## src/rtl/mhf_pkg.sv

```systemverilog
package mhf_pkg;

   localparam logic [31:0] MHF_POLY_REFL = 32'hEDB8_8320;
   localparam logic [31:0] MHF_CRC_SEED  = 32'hFFFF_FFFF;

   // One byte of reflected CRC-32, least significant data bit first.
   function automatic logic [31:0] mhf_crc_byte(input logic [31:0] cur,
                                                input logic [7:0]  dat);
      logic [31:0] r;
      r = cur;
      for (int i = 0; i < 8; i++) begin
         if (r[0] ^ dat[i]) r = (r >> 1) ^ MHF_POLY_REFL;
         else               r = r >> 1;
      end
      return r;
   endfunction

endpackage

```

## src/rtl/mhf_crc_unit.sv

```systemverilog
module mhf_crc_unit
   import mhf_pkg::*;
#(
   parameter int ADDR_BYTES = 6,
   parameter int OUT_W      = 8
) (
   input  logic             clk,
   input  logic             rst_n,
   input  logic             byte_vld_i,
   input  logic             byte_first_i,
   input  logic [7:0]       byte_data_i,
   output logic             start_o,
   output logic             done_o,
   output logic             grp_o,
   output logic [OUT_W-1:0] crc_o
);

   localparam int CNT_W = $clog2(ADDR_BYTES + 1);
   localparam logic [CNT_W-1:0] LAST_POS = CNT_W'(ADDR_BYTES - 1);

   logic [CNT_W-1:0] pos_q;
   logic [31:0]      crc_q;
   logic             grp_q;
   logic             done_q;
   logic             take;
   logic             last;
   logic [31:0]      seed;

   // A byte is taken when it opens an address or continues an open one.
   assign take = byte_vld_i && (byte_first_i || (pos_q != '0));
   assign last = take && (byte_first_i ? (ADDR_BYTES == 1) : (pos_q == LAST_POS));
   assign seed = byte_first_i ? MHF_CRC_SEED : crc_q;

   always_ff @(posedge clk or negedge rst_n) begin
      if (!rst_n) begin
         pos_q  <= '0;
         crc_q  <= MHF_CRC_SEED;
         grp_q  <= 1'b0;
         done_q <= 1'b0;
      end else begin
         done_q <= last;
         if (take) begin
            crc_q <= mhf_crc_byte(seed, byte_data_i);
            if (last)              pos_q <= '0;
            else if (byte_first_i) pos_q <= CNT_W'(1);
            else                   pos_q <= pos_q + CNT_W'(1);
            if (byte_first_i)      grp_q <= byte_data_i[0];
         end
      end
   end

   assign start_o = byte_vld_i && byte_first_i;
   assign done_o  = done_q;
   assign grp_o   = grp_q;
   assign crc_o   = crc_q[OUT_W-1:0];

   // the byte position never leaves the address length
   a_r2_pos_range: assert property (@(posedge clk) disable iff (!rst_n)
      pos_q < CNT_W'(ADDR_BYTES));

   // a stray byte outside any address leaves the checksum alone
   a_r2_stray_ignored: assert property (@(posedge clk) disable iff (!rst_n)
      (byte_vld_i && !byte_first_i && pos_q == '0) |=> ($stable(crc_q) && !done_q));

   // a completion strobe lasts one cycle
   a_r3_done_single: assert property (@(posedge clk) disable iff (!rst_n)
      (ADDR_BYTES > 1 && done_q) |=> !done_q);

endmodule

```

## src/rtl/mhf_table.sv

```systemverilog
module mhf_table #(
   parameter int WORD_W    = 32,
   parameter int NUM_WORDS = 8,
   localparam int SEL_W    = $clog2(NUM_WORDS),
   localparam int BITS     = WORD_W * NUM_WORDS
) (
   input  logic              clk,
   input  logic              rst_n,
   input  logic              wr_i,
   input  logic [SEL_W-1:0]  sel_i,
   input  logic [WORD_W-1:0] wdata_i,
   output logic [WORD_W-1:0] rdata_o,
   input  logic              snap_i,
   output logic [BITS-1:0]   shadow_o
);

   logic [WORD_W-1:0] word_q [NUM_WORDS];
   logic [BITS-1:0]   live_flat;
   logic [BITS-1:0]   shadow_q;

   for (genvar w = 0; w < NUM_WORDS; w++) begin : g_word
      always_ff @(posedge clk or negedge rst_n) begin
         if (!rst_n)                              word_q[w] <= '0;
         else if (wr_i && sel_i == SEL_W'(w))     word_q[w] <= wdata_i;
      end
      assign live_flat[w*WORD_W +: WORD_W] = word_q[w];
   end

   // The lookup copy is taken from the contents before this edge's write.
   always_ff @(posedge clk or negedge rst_n) begin
      if (!rst_n)      shadow_q <= '0;
      else if (snap_i) shadow_q <= live_flat;
   end

   assign rdata_o  = word_q[sel_i];
   assign shadow_o = shadow_q;

   // the lookup copy is frozen unless an address starts
   a_r9_shadow_hold: assert property (@(posedge clk) disable iff (!rst_n)
      !snap_i |=> $stable(shadow_q));

endmodule

```

## src/rtl/mhf_lookup.sv

```systemverilog
module mhf_lookup #(
   parameter int IDX_W  = 8,
   parameter int BIT_W  = 5,
   localparam int BITS  = 2 ** IDX_W
) (
   input  logic             done_i,
   input  logic             grp_i,
   input  logic [IDX_W-1:0] crc_i,
   input  logic [BITS-1:0]  shadow_i,
   input  logic             promisc_i,
   output logic             vld_o,
   output logic [IDX_W-1:0] index_o,
   output logic             accept_o
);

   logic [IDX_W-1:0] idx;
   logic [IDX_W-1:0] pos;
   logic             entry;

   // Index is the bit-reversed low part of the checksum.
   for (genvar k = 0; k < IDX_W; k++) begin : g_rev
      assign idx[IDX_W-1-k] = crc_i[k];
   end

   // Entries are numbered MSB-first inside each word.
   assign pos   = {idx[IDX_W-1:BIT_W], ~idx[BIT_W-1:0]};
   assign entry = shadow_i[pos];

   assign vld_o    = done_i;
   assign index_o  = idx;
   assign accept_o = done_i && (promisc_i || (grp_i && entry));

endmodule

```

## src/rtl/mcast_hash_filter.sv

```systemverilog
module mcast_hash_filter #(
   parameter int ADDR_BYTES = 6,
   parameter int IDX_W      = 8,
   parameter int WORD_W     = 32,
   localparam int TABLE_BITS = 2 ** IDX_W,
   localparam int NUM_WORDS  = TABLE_BITS / WORD_W,
   localparam int SEL_W      = $clog2(NUM_WORDS),
   localparam int BIT_W      = $clog2(WORD_W)
) (
   input  logic              clk,
   input  logic              rst_n,
   input  logic              addr_vld,
   input  logic              addr_first,
   input  logic [7:0]        addr_byte,
   input  logic              promisc,
   input  logic              tbl_wr,
   input  logic [SEL_W-1:0]  tbl_sel,
   input  logic [WORD_W-1:0] tbl_wdata,
   output logic [WORD_W-1:0] tbl_rdata,
   output logic              res_vld,
   output logic [IDX_W-1:0]  res_index,
   output logic              res_accept
);

   if (IDX_W < 2 || IDX_W > 32) begin : g_bad_idx
      $error("IDX_W must lie in 2..32");
   end
   if (WORD_W != 2 ** BIT_W) begin : g_bad_word
      $error("WORD_W must be a power of two");
   end
   if (NUM_WORDS < 2 || NUM_WORDS * WORD_W != TABLE_BITS) begin : g_bad_split
      $error("table must split into at least two whole words");
   end
   if (ADDR_BYTES < 1) begin : g_bad_len
      $error("ADDR_BYTES must be positive");
   end

   logic                  start;
   logic                  done;
   logic                  grp;
   logic [IDX_W-1:0]      crc_low;
   logic [TABLE_BITS-1:0] shadow;

   mhf_crc_unit #(.ADDR_BYTES(ADDR_BYTES), .OUT_W(IDX_W)) u_crc (
      .clk          (clk),
      .rst_n        (rst_n),
      .byte_vld_i   (addr_vld),
      .byte_first_i (addr_first),
      .byte_data_i  (addr_byte),
      .start_o      (start),
      .done_o       (done),
      .grp_o        (grp),
      .crc_o        (crc_low)
   );

   mhf_table #(.WORD_W(WORD_W), .NUM_WORDS(NUM_WORDS)) u_table (
      .clk      (clk),
      .rst_n    (rst_n),
      .wr_i     (tbl_wr),
      .sel_i    (tbl_sel),
      .wdata_i  (tbl_wdata),
      .rdata_o  (tbl_rdata),
      .snap_i   (start),
      .shadow_o (shadow)
   );

   mhf_lookup #(.IDX_W(IDX_W), .BIT_W(BIT_W)) u_lookup (
      .done_i    (done),
      .grp_i     (grp),
      .crc_i     (crc_low),
      .shadow_i  (shadow),
      .promisc_i (promisc),
      .vld_o     (res_vld),
      .index_o   (res_index),
      .accept_o  (res_accept)
   );

   // no acceptance outside the decision strobe
   a_r3_accept_gated: assert property (@(posedge clk) disable iff (!rst_n)
      !res_vld |-> !res_accept);

   // a decision is always preceded by an address byte
   a_r3_after_byte: assert property (@(posedge clk) disable iff (!rst_n)
      res_vld |-> $past(addr_vld));

   // promiscuous mode accepts every decided address
   a_r7_promisc_accept: assert property (@(posedge clk) disable iff (!rst_n)
      (res_vld && promisc) |-> res_accept);

   // a unicast address is rejected without promiscuous mode
   a_r6_unicast_reject: assert property (@(posedge clk) disable iff (!rst_n)
      (res_vld && !promisc && !grp) |-> !res_accept);

endmodule

```

## config.mk

```make
export PLATFORM = sky130hd
export DESIGN_NAME = mcast_hash_filter
export DESIGN_NICKNAME = d
export VERILOG_FILES = /design/src/rtl/mhf_pkg.sv /design/src/rtl/mhf_crc_unit.sv /design/src/rtl/mhf_table.sv /design/src/rtl/mhf_lookup.sv /design/src/rtl/mcast_hash_filter.sv
export SDC_FILE = /design/constraint.sdc
export NUM_CORES = 1
export LEC_CHECK = 0
export BUFFER_PORTS_ARGS = -buffer_cell sky130_fd_sc_hd__buf_2
export CAP_MARGIN = 20
export CORE_MARGIN = 8
export CORE_UTILIZATION = 40
export DETAILED_ROUTE_END_ITERATION = 10
export GPL_TIMING_DRIVEN = 0
export PLACE_DENSITY = 0.64
export SLEW_MARGIN = 20
export SYNTH_ARGS = -nofsm -noshare
export SYNTH_HDL_FRONTEND = slang
export SYNTH_SLANG_ARGS = --single-unit
```

## constraint.sdc

```tcl
create_clock -name clk -period 3.4 [get_ports clk]
set_input_delay 0.17 -clock clk [delete_from_list [all_inputs] [get_ports clk]]
set_output_delay 0.17 -clock clk [all_outputs]
set_load 0.01 [all_outputs]
```

Yosys cells after proc, flatten, opt, wreduce, memory -nomap -nowiden
Index checks and enable logic that the tools add are counted.
{ "op_classes": {"addsub": 1, "n_lt_le_gt_ge": 2, "eq_ne": 8, "n_mux": 24, "n_bitwise": 18, "reduce_logical": 18} }
{ "ops": {"columns": ["op", "count"], "rows": [
  ["two-way mux 32 bit", 18],
  ["inverter 13 -> 14 bit", 8],
  ["binary-select mux 32 bit (select 3 bit)", 1],
  ["equality test 3 bit, second input constant", 5],
  ["logical AND 1 bit", 13],
  ["< comparator 8 x 9 -> 1 bit, second input constant", 1],
  ["binary-select mux 1 bit (select 8 bit)", 1],
  ["XOR 1 bit", 8],
  ["equality test 3 x 2 -> 1 bit, second input constant", 2],
  ["two-way mux 3 bit", 2],
  ["inverter 5 bit", 1],
  [">= comparator 4 bit, second input constant", 1],
  ["inverter 3 -> 4 bit", 1],
  ["adder 3 x 1 -> 3 bit, second input constant", 1],
  ["equality test 3 x 1 -> 1 bit, second input constant", 1],
  ["logical NOT 3 bit", 1],
  ["nonzero test 3 bit", 1],
  ["logical OR 1 bit", 2],
  ["two-way mux 1 bit", 2],
  ["AND reduction 2 bit", 1]
]} }
{ "word_totals": {"regBits": 549, "inputBits": 49, "output_inout_bits": 42, "wordCells": 84} }

Longest topological paths before layout
{ "logic_depth": {"depth_word": 24, "depth_mapped": 12, "mapped_depth_nobuf": 7} }

Cells and area by module
From an unflattened synthesis, not the netlist that was laid out.
{ "hier_totals": {"hier_cells": 1850, "hier_area_um2": 26217.6} }
{ "by_module_without_submodules": {"columns": ["mod", "instances", "cells_each", "area_per_inst_um2", "seq_area_each_um2"], "rows": [
  ["mhf_table", 1, 1329, 21003.9, 12812.3],
  ["mhf_crc_unit", 1, 273, 2686.3, 965.9],
  ["mhf_lookup", 1, 248, 2527.4, 0.0]
]} }

Worst setup path before layout
No wires, ideal clock.
{ "synth_path": {"kind": "register to output", "start": "reg u_crc.crc_q[6]", "end": "out res_accept", "arrival_ps": 2594, "required_time_ps": 3230, "setup_slack_ps": 636, "stages_incl_launch_ff": 9, "path_buffers": 3, "cell_sequence": "dfstp_2 > buf_2 > buf_2 > clkbuf_1 > mux4_2 > o22ai_1 > a211oi_1 > or4_1 > a221o_1"} }
{ "synth_via": {"elab_chain_len": 6} }
{ "synth_lines": {"columns": ["element", "line_no", "text"], "rows": [
  ["start, declared", "mhf_crc_unit.sv:22", "logic [31:0] crc_q;"],
  ["start signal, assigned", "mhf_crc_unit.sv:43", "crc_q <= mhf_crc_byte(seed, byte_data_i);"],
  ["inverter 5 bit", "mhf_lookup.sv:26", "assign pos = {idx[IDX_W-1:BIT_W], ~idx[BIT_W-1:0]};"],
  ["binary-select mux 1 bit (select 8 bit)", "mhf_lookup.sv:27", "assign entry = shadow_i[pos];"],
  ["two-way mux 1 bit (not written as such)", "mhf_lookup.sv:27", null],
  ["logical AND 1 bit", "mhf_lookup.sv:31", "assign accept_o = done_i && (promisc_i || (grp_i && entry));"],
  ["logical OR 1 bit", "mhf_lookup.sv:31", null],
  ["logical AND 1 bit", "mhf_lookup.sv:31", null],
  ["end, declared", "mcast_hash_filter.sv:22", "output logic res_accept"]
]} }
Every way passes these cells. The select of a mux whose other input is x is not followed.

Final worst setup path
{ "layout_path": {"start": "reg u_crc.crc_q[7]", "end": "out res_accept"} }
The elaborated chain is that of the path after synthesis.

==> impl.org <==
** STA
- Final hold slack :: 0.0188 ns
- Final setup violation count :: 1
- The total count of hold-check failures in the final report is 0.
- The number of pins with negative max-slew slack in the final report came to 0.
- Setup repair after global routing missed its margin :: yes
- Max transition margin :: 26.6%
- Crit share post-route :: 114%
- Across all setup checks in the final design, the least slack found is -0.488 ns.
- Period minus WS final :: 3.89 ns
- Slew at the pin closest to its max-slew limit :: 1.10 ns
- Total negative setup slack :: -0.488 ns
- Max frequency :: 257 MHz
- Across the routed clock network, the largest skew measured is 0.0167 ns.

** Status
- The checks that failed: setup timing.
- Status :: complete, but fails checks

** Final layout
- The number of antenna diodes in the final layout is 0.
- Area growth from synthesis to layout :: 17.6%
- For this run, the number of standard cells in the final layout without fillers is 2747.
- Leaving out fill and tap cells, the most frequent cells in the layout are sky130_fd_sc_hd__mux2_2 (547), sky130_fd_sc_hd__dfrtp_1 (517), sky130_fd_sc_hd__mux4_2 (116).
- At the end of the flow the core is filled with cells to a little under half.
- Leading cell type in the layout, fill and taps excluded :: sky130_fd_sc_hd__mux2_2
- Nets@finish :: 1912
- The post-route netlist has 49.8% of its cells at a drive strength greater than 1.

** Global route
- GR Overflow Total :: 0
- Via count of the first global-routing pass :: 16482
- In the global route stage, overall resource usage came out at just over 20%.
- Maximum number of pins on one net before global-route repair :: 93
- The first global-routing pass estimated between 100 and 150 mm of wire.
- Antenna violations before repair :: 1

** Synthesis
- The synthesized netlist contains 48 unique library cells.
- The share of synthesized area in the top cell type comes to 51.2%.
- Area of the mapped netlist :: 25300 µm²
- In this run, synthesis inferred 0 flip-flops with an integrated enable.
- The synthesized design spends more area on one cell type than any other, namely sky130_fd_sc_hd__dfrtp_1.
- Gate count of the mapped netlist :: 1654
- Synth Net Count :: 1706
- After synthesis, the mean cell area works out to about 15 µm².
- Proportion of synthesized chip area in sequential cells :: 54.5%
- Flops & latches, synth :: 549
- For this run, the leading register cell type out of synthesis is sky130_fd_sc_hd__dfrtp_1.
- During synthesis, Yosys emitted a total of 0 warnings.
- In the post-synthesis netlist, the biggest area contributors are sky130_fd_sc_hd__dfrtp_1 (51%), sky130_fd_sc_hd__mux2_2 (24%), sky130_fd_sc_hd__mux4_2 (10%).
- After synthesis, the share of flip-flops with an asynchronous set or reset is 100%.

** Floorplan
- Top-level I/O count :: 91
- The die covers roughly 71000 µm².
- The initialized floorplan defines slightly above 90 standard-cell rows.
- Die outline width :: 267 µm
- Core Region :: 62700 µm²
- In this run the vertical extent of the chip is 267 µm.
- The initial utilization of the core area, before any placement, comes to between 40% and 50%.

** Critical path
- At the worst endpoint, the required time is 3.23 ns.
- R2r endpoint :: u_crc.crc_q[5]
- Crit end category :: output pin
- Setup Crit Path Kind :: reg -> out
- Following the worst setup path forward leads to its endpoint at res_accept.
- Counting cells, the worst reg-to-reg path comes to 7.
- In this run the register-to-register setup slack is approximately 0.7 ns.
- Maximum fanout count along the critical path :: 8
- Reg2reg start :: u_crc.crc_q[4]
- At the worst endpoint, the arrival time is approximately 3.7 ns.
- In this run the worst setup path begins at u_crc.crc_q[7].
- The worst setup path is launched from a register.

** Hold path
- Number of cells traversed by the worst hold path :: 3
- The path class of the tightest hold or removal check is in -> reg.

** CTS
- The later pin in the worst-skew pair is clocked with a latency of between 0.6 and 0.7 ns.
- CTS sink count :: 549
- Total number of H-tree levels :: 2
- Buffer depth of the longest clock path :: 3
- Clock tree synthesis selected as its root buffer the cell sky130_fd_sc_hd__clkbuf_16.
- TritonCTS created 57 clock buffers.
- CTS clk-pin slew, worst paths :: roughly 0.070 ns
- TritonCTS built the clock tree.

** Place
- Detailed placement ended at an HPWL of 51.5 mm.
- GPL Wtd Cong :: 0.941
- Count of input and output buffers :: 86
- Number of placed instances, taps included :: 2593

** Route
- Via-to-Cell Ratio :: 5.66
- The first TritonRoute pass finished after 5 iterations.
- Dividing the detail-routed wire length by the instance count gives ~27 µm.
- Detailed router's first-iteration violation count :: 1285
- The detail route stage leaves a number of antenna-violating nets equal to 0.
- Summed over all layers, the routed wires come to 73.1 mm.
- In the routed design, unresolved DRC markers number 0.
- The routed layout has 15556 vias.

** Flow run
- The tool flagged a number of max-cap violations equal to 0.

** Power and ir drop
- Power Density :: 835 nW/µm²
- Leakage power figure :: approximately 0.012 µW
- IR analysis of the VDD net gives a maximum drop of 417 µV.
==> synth_stat cells, types with 14 or more instances <==
master,n
sky130_fd_sc_hd__mux2i_1,32
sky130_fd_sc_hd__o221ai_1,16
sky130_fd_sc_hd__o21ai_1,19
sky130_fd_sc_hd__o21ai_0,15
sky130_fd_sc_hd__dfrtp_1,517
sky130_fd_sc_hd__clkbuf_1,82
sky130_fd_sc_hd__mux4_2,116
sky130_fd_sc_hd__nor2_1,40
sky130_fd_sc_hd__mux2_2,547
sky130_fd_sc_hd__xor2_1,14
sky130_fd_sc_hd__dfstp_2,32
sky130_fd_sc_hd__nand2_1,45
sky130_fd_sc_hd__xnor2_1,62
==> logic make-up after synthesis <==
| logic type | synth area share (%) |
|---|---|
| simple gates | 2.12 |
| mux | 36.0 |
| compound gates | 2.23 |
| buf+inv | 2.26 |
| flops | 54.5 |
| fa+ha+maj | 0.149 |
| xor+xnor | 2.76 |
==> worst max-delay path: stages (launching register included) <==
cell and delay [ns]:
sky130_fd_sc_hd__dfstp_2 0.56, sky130_fd_sc_hd__buf_12 0.15, sky130_fd_sc_hd__buf_12 0.16, sky130_fd_sc_hd__buf_16 0.19, sky130_fd_sc_hd__buf_12 0.14, sky130_fd_sc_hd__mux4_2 0.50
sky130_fd_sc_hd__mux4_2 0.45, sky130_fd_sc_hd__nand3b_1 0.18, sky130_fd_sc_hd__a21oi_2 0.21, sky130_fd_sc_hd__nor3_2 0.09, sky130_fd_sc_hd__a221o_1 0.31, sky130_fd_sc_hd__buf_2 0.16
==> layer usage <==
layer,share of wire (%),wire length [µm],global-route usage (%)
met3,7.1,5200,5.07
met1,43,31300,27.7
met2,46,33900,32.4
met5,0.0096,7,0
met4,3.7,2710,7.23
==> worst min path at each step <==
stage / slack, ns / endpoint / from
2_1_floorplan: -0.13 / u_crc.done_o / rst_n
3_3_place_gp: 0.44 / u_crc.pos_q[2] / addr_vld
3_5_place_dp: 0.13 / u_table.live_flat[6] / rst_n
4_1_cts: 0.001 / u_crc.crc_q[10] / addr_byte[2]
5_1_grt: 0.07 / u_crc.crc_q[10] / addr_byte[2]
6_report: 0.02 / u_crc.crc_q[10] / addr_byte[2]
==> report_power, final <==
group | switching [µW] | leakage [µW] | internal (µW)
clock | 2630 | 0.000903 | 3670
sequential | 1290 | 0.00656 | 8520
combinational | 4290 | 0.00485 | 4420
total | 8210 | 0.0123 | 16600
==> cell type report <==
type,instances,area (µm²)
fillers,5451,33000
flip-flops and latches,549,13800
multi-input cells,982,11100
clock buffers,85,1620
repair buffers,148,1210
well taps,846,1060
plain buffers,118,723
clock inverters,15,235
inverters,4,15.0
==> metrics by stage <==
step | worst slack, ns | power, µW | area [µm²]
2_1_floorplan | 0.636 | 14700 | 25300
3_3_place_gp | -8.88 | 17500 | 26800
3_5_place_dp | -0.995 | 17800 | 27000
4_1_cts | -0.464 | 24800 | 29700
5_1_grt | -0.547 | 25900 | 29700
6_report | -0.488 | 24800 | 29700
==> flip-flops by register name, summed over array words and instances (netlist names) <==
name and flops:
u_table.live_flat 256, u_table.shadow_o 256, u_crc.pos_q 3, u_crc.crc_q 32
u_crc.grp_o 1, u_crc.done_o 1
==> repair_timing <==
item                                    in CTS  in global routing
gates cloned                                 1                  0
setup buffers                               12                  5
gates resized for setup                     73                  5
hold buffers                                37                  0
pin swaps                                    8                  3
endpoints found under the hold margin      470                  0
endpoints found under the setup margin       1                  1
No activity file was read; power rests on OpenSTA's default activity.
